===== config.mk =====
export PLATFORM = sky130hd
export DESIGN_NAME = bit_op_unit
export DESIGN_NICKNAME = d
export VERILOG_FILES = /design/src/rtl/bitop_pkg.sv /design/src/rtl/bitop_ctrl.sv /design/src/rtl/bitop_datapath.sv /design/src/rtl/bit_op_unit.sv
export SDC_FILE = /design/constraint.sdc
export NUM_CORES = 1
export LEC_CHECK = 0
export BUFFER_PORTS_ARGS = -buffer_cell sky130_fd_sc_hd__buf_2
export CORE_MARGIN = 8
export CORE_UTILIZATION = 45
export CTS_BUF_LIST = sky130_fd_sc_hd__clkbuf_8 sky130_fd_sc_hd__clkbuf_16
export DETAILED_ROUTE_END_ITERATION = 8
export PLACE_DENSITY_LB_ADDON = 0.3
export SLEW_MARGIN = 20
export SYNTH_ARGS = -nofsm -noshare
export SYNTH_HDL_FRONTEND = slang
export SYNTH_SLANG_ARGS = --single-unit

===== constraint.sdc =====
create_clock -name clk -period 5.3 [get_ports clk]
set_clock_uncertainty 0.1 [all_clocks]
set_input_delay 0 -clock clk [delete_from_list [all_inputs] [get_ports clk]]
set_output_delay 0 -clock clk [all_outputs]
set_load 0.02 [all_outputs]

===== src/rtl/bitop_pkg.sv =====
package bitop_pkg;

  typedef enum logic [1:0] {
    OP_TEST = 2'b00,
    OP_FLIP = 2'b01,
    OP_CLR  = 2'b10,
    OP_SET  = 2'b11
  } bitOp_e;

  // strobes from control to datapath
  typedef struct packed {
    logic load;
    logic forceOne;
    logic forceZero;
    logic invert;
  } ctrlStrobe_t;

endpackage


===== src/rtl/bitop_ctrl.sv =====
module bitop_ctrl
  import bitop_pkg::*;
(
  input  logic        clk,
  input  logic        rstN,
  input  logic        startIn,
  input  bitOp_e      opIn,
  output ctrlStrobe_t strobe,
  output logic        wbEnOut,
  output logic        doneOut
);

  always_comb begin
    strobe      = '0;
    strobe.load = startIn;
    if (startIn) begin
      case (opIn)
        OP_SET:  strobe.forceOne  = 1'b1;
        OP_CLR:  strobe.forceZero = 1'b1;
        OP_FLIP: strobe.invert    = 1'b1;
        default: ;
      endcase
    end
  end

  always_ff @(posedge clk) begin
    if (!rstN) begin
      doneOut <= 1'b0;
      wbEnOut <= 1'b0;
    end else begin
      doneOut <= startIn;
      wbEnOut <= startIn && (opIn != OP_TEST);
    end
  end

endmodule


===== src/rtl/bitop_datapath.sv =====
module bitop_datapath
  import bitop_pkg::*;
#(
  parameter int DATA_W   = 32,
  parameter int MEM_W    = 8,
  parameter int BITNUM_W = 8,
  parameter int FLAG_W   = 5,
  parameter int ZERO_POS = 2
) (
  input  logic                clk,
  input  logic                rstN,
  input  ctrlStrobe_t         strobe,
  input  logic                isRegIn,
  input  logic [DATA_W-1:0]   operandIn,
  input  logic [BITNUM_W-1:0] bitNumIn,
  input  logic [FLAG_W-1:0]   flagsIn,
  output logic [DATA_W-1:0]   resultOut,
  output logic [FLAG_W-1:0]   flagsOut
);

  localparam int IDX_W     = $clog2(DATA_W);
  localparam int MEM_IDX_W = $clog2(MEM_W);
  localparam logic [DATA_W-1:0] MEM_KEEP = {{(DATA_W-MEM_W){1'b0}}, {MEM_W{1'b1}}};

  logic [IDX_W-1:0]  bitIdx;
  logic [DATA_W-1:0] opndView;
  logic [DATA_W-1:0] bitMask;
  logic              oldBit;
  logic [DATA_W-1:0] newValue;
  logic [FLAG_W-1:0] flagsNext;

  // index wraps at the width of the operand kind
  always_comb begin
    if (isRegIn) bitIdx = bitNumIn[IDX_W-1:0];
    else         bitIdx = IDX_W'(bitNumIn[MEM_IDX_W-1:0]);
  end

  assign opndView = isRegIn ? operandIn : (operandIn & MEM_KEEP);
  assign bitMask  = DATA_W'(1) << bitIdx;
  assign oldBit   = |(opndView & bitMask);

  always_comb begin
    newValue = opndView;
    if (strobe.forceOne)       newValue = opndView | bitMask;
    else if (strobe.forceZero) newValue = opndView & ~bitMask;
    else if (strobe.invert)    newValue = opndView ^ bitMask;
  end

  for (genvar g = 0; g < FLAG_W; g++) begin : g_flag
    if (g == ZERO_POS) begin : g_zero
      assign flagsNext[g] = ~oldBit;
    end else begin : g_pass
      assign flagsNext[g] = flagsIn[g];
    end
  end

  always_ff @(posedge clk) begin
    if (!rstN) begin
      resultOut <= '0;
      flagsOut  <= '0;
    end else if (strobe.load) begin
      resultOut <= newValue;
      flagsOut  <= flagsNext;
    end
  end

endmodule


===== src/rtl/bit_op_unit.sv =====
module bit_op_unit
  import bitop_pkg::*;
#(
  parameter int DATA_W   = 32,
  parameter int MEM_W    = 8,
  parameter int BITNUM_W = 8,
  parameter int FLAG_W   = 5,
  parameter int ZERO_POS = 2
) (
  input  logic                clk,
  input  logic                rstN,
  input  logic                startIn,
  input  logic [1:0]          opIn,
  input  logic                isRegIn,
  input  logic [DATA_W-1:0]   operandIn,
  input  logic [BITNUM_W-1:0] bitNumIn,
  input  logic [FLAG_W-1:0]   flagsIn,
  output logic [DATA_W-1:0]   resultOut,
  output logic                wbEnOut,
  output logic [FLAG_W-1:0]   flagsOut,
  output logic                doneOut
);

  ctrlStrobe_t strobe;

  bitop_ctrl u_ctrl (
    .clk     (clk),
    .rstN    (rstN),
    .startIn (startIn),
    .opIn    (bitOp_e'(opIn)),
    .strobe  (strobe),
    .wbEnOut (wbEnOut),
    .doneOut (doneOut)
  );

  bitop_datapath #(
    .DATA_W   (DATA_W),
    .MEM_W    (MEM_W),
    .BITNUM_W (BITNUM_W),
    .FLAG_W   (FLAG_W),
    .ZERO_POS (ZERO_POS)
  ) u_dp (
    .clk       (clk),
    .rstN      (rstN),
    .strobe    (strobe),
    .isRegIn   (isRegIn),
    .operandIn (operandIn),
    .bitNumIn  (bitNumIn),
    .flagsIn   (flagsIn),
    .resultOut (resultOut),
    .flagsOut  (flagsOut)
  );

endmodule


Word level (Yosys, flattened, before mapping)
Index checks and enable logic that the tools add are counted.
- eq/ne operators: 3
- shift operators: 1
- multiplexer cells: 9
- bitwise operators: 6
- reductions and logical operators: 3
- operator list (kind ; count):
    $mux W32 ; 4
    $and A32 B32 Y32 ; 2
    $not A32 Y32 ; 1
    $or A32 B32 Y32 ; 1
    $reduce_or A32 Y1 ; 1
    $shl A1 B5 Y32 const A ; 1
    $xor A32 B32 Y32 ; 1
    $mux W5 ; 1
    $eq A2 B2 Y1 const B ; 2
    $mux W1 ; 3
    $mux W3 ; 1
    $eq A2 B1 Y1 const B ; 1
    $reduce_bool A2 Y1 ; 1
    $logic_and A1 B1 Y1 ; 1
    $not A1 Y1 ; 1
- flip-flop bits (word level): 39
- input port bits: 51
- output and inout port bits: 39
- word-level logic and storage cells: 26

Logic depth before layout (Yosys ltp)
- depth after elaboration: 6
- depth in mapped cells: 10
- mapped depth without buffers: 8

Cells and area by module
Synthesis repeated with hierarchy kept, for this count alone.
- cell total of the unflattened synthesis: 573
- area, all modules: 4124.0 um^2
- modules (own cells, without submodules) (module ; instances ; cells an instance ; area each (um^2) ; sequential area each (um^2)):
    bitop_datapath ; 1 ; 565 ; 4036.4 ; 740.7
    bitop_ctrl ; 1 ; 8 ; 87.6 ; 40.0

Worst setup path before layout
OpenSTA, ideal clock, no wires.
- path type: input to register
- from: input port isRegIn
- to: register u_dp.resultOut[2]
- library setup time: 0.116 ns
- arrival time: 1.608 ns
- data required time: 5.084 ns
- slack: 3.476 ns
- cell stages on the path: 8
- path buffers: 2
- cell sequence: buf_4 buf_4 o21ai_1 nand2_1 ha_1 mux4_1 mux2i_1 nor2b_1
- longest elaborated chain between the ends: 6
- elaborated cells between the ends (all ways): 9
- RTL lines (what ; RTL line ; RTL):
    start, declared ; bit_op_unit.sv:14 ; input logic isRegIn,
    $mux W5 (*) ; bitop_datapath.sv:34 ; if (isRegIn) bitIdx = bitNumIn[IDX_W-1:0];
    $shl A1 B5 Y32 (*) ; bitop_datapath.sv:39 ; assign bitMask = DATA_W'(1) << bitIdx;
    $xor A32 B32 Y32 / $not A32 Y32 (equally long branches) ; bitop_datapath.sv:46, bitop_datapath.sv:45 ;
    $mux W32 / $and A32 B32 Y32 (equally long branches) ; bitop_datapath.sv:46, bitop_datapath.sv:45 ;
    $mux W32 ; bitop_datapath.sv:45 ; else if (strobe.forceZero) newValue = opndView & ~bitMask;
    $mux W32 (*) ; bitop_datapath.sv:44 ; if (strobe.forceOne) newValue = opndView | bitMask;
    end signal, assigned ; bitop_datapath.sv:62 ; resultOut <= newValue;
    end, declared ; bitop_datapath.sv:17 ; output logic [DATA_W-1:0] resultOut,
Every way passes the cells marked *; elsewhere a longest branch is shown, timed or not.
A chain may end at the register's enable or synchronous reset.

Final worst setup path
- from: input port startIn
- to: register u_dp.resultOut[11]
- longest elaborated chain between the ends: 4
- RTL lines (what ; RTL line ; RTL):
    start, declared ; bit_op_unit.sv:12 ; input logic startIn,
    $mux W3 ; bitop_ctrl.sv:16 ; if (startIn) begin
    $mux W32 ; bitop_datapath.sv:46 ; else if (strobe.invert) newValue = opndView ^ bitMask;
    $mux W32 ; bitop_datapath.sv:45 ;
    $mux W32 ; bitop_datapath.sv:44 ;
Parallel ways exist; a longest one is shown, timed or not.

==> results by stage <==
Run status:
- The run finished with clean final reports.

Timing:
- The transition time of the tightest slew-check pin is 1.03 ns.
- The period utilization is 53.1%.
- Setup slack on the critical path of the routed design comes to 2.49 ns.
- The post-layout minimum cycle time is 2.81 ns.
- The max-slew violation count came to 0.
- Derived from the worst setup path, the maximum achievable clock frequency is 0.356 GHz.
- Setup repair after global routing left no endpoint under its margin.
- The number of hold-slack violations in the final timing report is 0.
- The setup violation total in the final timing report is 0.
- Measured against its own limit, the worst slew margin works out to 31.3%.
- Setup total negative slack on the finished layout was measured at 0 ns.

Drt:
- The vias per cell is 5.33.
- Before antenna repair, the detailed router went through 4 iterations.
- The remaining number of nets flagged by the antenna check after routing is 0.
- The count of vias placed by the detailed router is 3659.
- Dividing the detail-routed wire length by the instance count gives 15.7 um.
- The count of unresolved DRC violations after routing is 0.
- The number of DRC markers after the initial detailed-route iteration is 181.
- The total routed wirelength is 10.8 mm.

Clock tree:
- The maximum buffer depth of the clock tree is 2.
- The cell sitting at the root of the clock tree is a sky130_fd_sc_hd__clkbuf_8.
- The cts-stage hold buffer count is 4.
- After clock tree synthesis, the clock-pin slew on the worst setup and hold paths is 0.10 ns.
- The later pin in the worst-skew pair is clocked with a latency of 0.30 ns.
- The H-tree depth is 2.
- The number of cells upsized or downsized after cts is 0.
- TritonCTS built the clock tree.
- After clock tree synthesis, the setup repair step added 0 buffers.
- The tree built by TritonCTS fans out to 39 sinks.
- TritonCTS created 5 clock buffers.

Synthesis:
- The post-synthesis xor/xnor area fraction is 0%.
- The cell area that synthesis handed to floorplanning was 0.00419 mm2.
- In this run, synthesis inferred 0 flip-flops with an integrated enable.
- The flip-flop cell with the highest count after synthesis is sky130_fd_sc_hd__dfxtp_1.
- The synthesized netlist devotes 13.1% of its cell area to compound gates.
- The arithmetic-cell share of the synthesized area counting full adders, half adders and majority gates is 28.7%.
- Of all flip-flops after synthesis, the portion carrying an async set or reset was 0%.
- The flip-flop and latch count after synthesis is 39.
- The total of warnings raised by yosys is 0.
- After technology mapping, the gate count stands at 508.
- The portion of the post-synthesis area used by sequential elements is 18.6%.
- The synthesized netlist devotes 20.1% of its cell area to simple gates.
- The count of cell types in the netlist is 33.
- sky130_fd_sc_hd__ha_1 takes more of the synthesized area than any other cell.
- The average cell area after synthesis is 8.24 um2.
- The share of synthesized area in the top cell type comes to 28.7%.
- In the post-synthesis netlist, the biggest area contributors are sky130_fd_sc_hd__ha_1, sky130_fd_sc_hd__dfxtp_1, sky130_fd_sc_hd__nand2_1.
- The dominant cell by count in the synthesized netlist is sky130_fd_sc_hd__ha_1.
- The total nets after synthesis is 655.
- In the synthesized netlist, the cells that appear most often are sky130_fd_sc_hd__ha_1, sky130_fd_sc_hd__nand2_1, sky130_fd_sc_hd__inv_1.
- The portion of synthesized area spent on multiplexers is 7.71%.
- The largest family of logic cells by synthesized area is adder cells.

Global route:
- The initial antenna violation count is 0.
- Global routing used 17.4% of the available tracks.
- The pin count of the biggest net entering global routing is 63.
- The global-route wire length before repair is 18.2 mm.
- For this run the aggregate overflow at the end of global routing stands at 0.
- The number of global-route vias before repair is 3779.

Critical path:
- Data arrives at the worst endpoint at 2.90 ns.
- The maximum cell stage delay along the critical path is 0.91 ns.
- The startpoint type of the worst setup path is an input pin.
- The number of buffers and inverters on the critical path is 2.
- The type of element capturing the critical path is a register.
- The startpoint-to-endpoint class of the critical path is input pin to register.
- The required time of the worst setup path is 5.39 ns.
- The largest fanout on the critical path is 62.
- Traced cell by cell, the critical path runs through buf_2 > buf_4 > and2_1 > nand2b_1 > o2111ai_1 > o21ai_1.
- The slowest stage of the critical path is the sky130_fd_sc_hd__and2_1 cell.
- The kind of cell with the highest combined delay along the critical path is simple AND/OR/NAND/NOR gates.

Cells and area:
- Cells fill 51.4% of the core in the end.
- The number of antenna diodes in the final layout is 0.
- The final layout contains 722 nets.
- The layout overhead on the synthesized area is 12.3%.
- The proportion of layout cells with a drive suffix above 1 is 17.9%.

Floorplan:
- The horizontal die dimension is 112 um.
- The total area inside the core boundary comes to 0.00915 mm2.
- The initial utilization of the core area, before any placement, comes to 45.7%.
- In this run the core area contains 35 standard-cell rows.
- The I/O pin count is 90.
- The floorplan step defined a die boundary enclosing 0.0126 mm2.
- The die is 112 um tall.

Power:
- The leakage power total is 0.00266 uW.
- The worst supply voltage drop on vdd is 0.000102 V.
- Power spread over the standard cell area amounts to 173 mW/mm2.

Placement:
- During placement, the flow inserted port buffers numbering 85.
- Timing analysis after detailed placement gives a worst setup slack of 2.16 ns.
- The detailed-placement wirelength estimate is 7.75 mm.
- Routability-driven placement finished with a final weighted congestion of 0.796.

Min path:
- The class of the tightest hold or removal check is input pin to register.

Run:
- The tool flagged a number of max-cap violations equal to 0.
## power breakdown
part	internal [uW]	switching (uW)
Combinational	91.0	140
Sequential	313	10.1
Clock	138	123
## cells in the final DEF, fill, tap and decap left out, drive strengths merged
| cell type | instances |
|---|---|
| a211oi | 24 |
| ha | 96 |
| dfxtp | 39 |
| buf | 88 |
| nor3b | 1 |
| o2111ai | 21 |
| or2b | 1 |
| nand4 | 2 |
| and3 | 6 |
| nor2b | 12 |
| nand3b | 22 |
| nor3 | 1 |
| o21ai | 25 |
| nand2b | 2 |
| bufinv | 1 |
| o31ai | 1 |
| nor2 | 29 |
| mux4 | 8 |
| and3b | 2 |
| nand2 | 85 |
| and2 | 3 |
| clkbuf | 5 |
| nor4 | 8 |
| mux2i | 12 |
| clkinvlp | 1 |
| inv | 73 |
| dlygate4sd3 | 4 |
| o221ai | 3 |
## layout make-up
class	count	area, um2
Timing Repair Buffer	92	488
Clock buffer	5	68.8
Sequential cell	39	781
Inverter	73	274
Tap cell	111	139
Clock inverter	2	37.5
Multi-Input combinational cell	364	2910
Fill cell	884	4450
## flip-flops by register name (all words and copies together), names as in the netlist
register        flops
u_dp.resultOut     32
u_dp.flagsOut       5
u_ctrl.wbEnOut      1
u_ctrl.doneOut      1
## worst register-to-register path: stages, from the launching register on
cell and delay [ns]:
sky130_fd_sc_hd__dfxtp_1 0.37, sky130_fd_sc_hd__nand3b_1 0.10, sky130_fd_sc_hd__o21ai_1 0.10
## cells by family after synthesis
kind of cell | Yosys count
AO/OA/AOI/OAI | 74
multiplexers | 20
flip-flops | 39
adder cells (fa/ha/maj) | 96
buffers and inverters | 105
AND/OR/NAND/NOR | 174
## metrics by stage
stage          power [uW]  area (um2)  hold WS [ns]  instances
5_1_grt               861        4700        0.0657        686
2_1_floorplan         492        4190        0.0695        508
3_3_place_gp          551        4560         0.160        675
6_report              815        4700        0.0371        686
4_1_cts               821        4700        0.0427        686
3_5_place_dp          560        4560         0.172        675
## per-layer routing
metal,GRT usage [%],vias up,part of all wire [%]
met3,3.06,15,4.6
met5,0,-,0
met4,5.85,0,2.3
met1,20.6,1718,45
li1,-,1835,-
met2,31.0,91,48
## worst paths after layout
check	start	to	slack, ns	cells past startpoint
worst max register to register	u_dp.resultOut[10]	u_dp.resultOut[10]	4.56	2
worst min-delay path	operandIn[23]	u_dp.resultOut[23]	0.04	5
worst min register to register	u_dp.resultOut[25]	u_dp.resultOut[25]	0.36	2
worst max-delay path	startIn	u_dp.resultOut[11]	2.49	6
No activity file was read; power rests on OpenSTA's default activity.
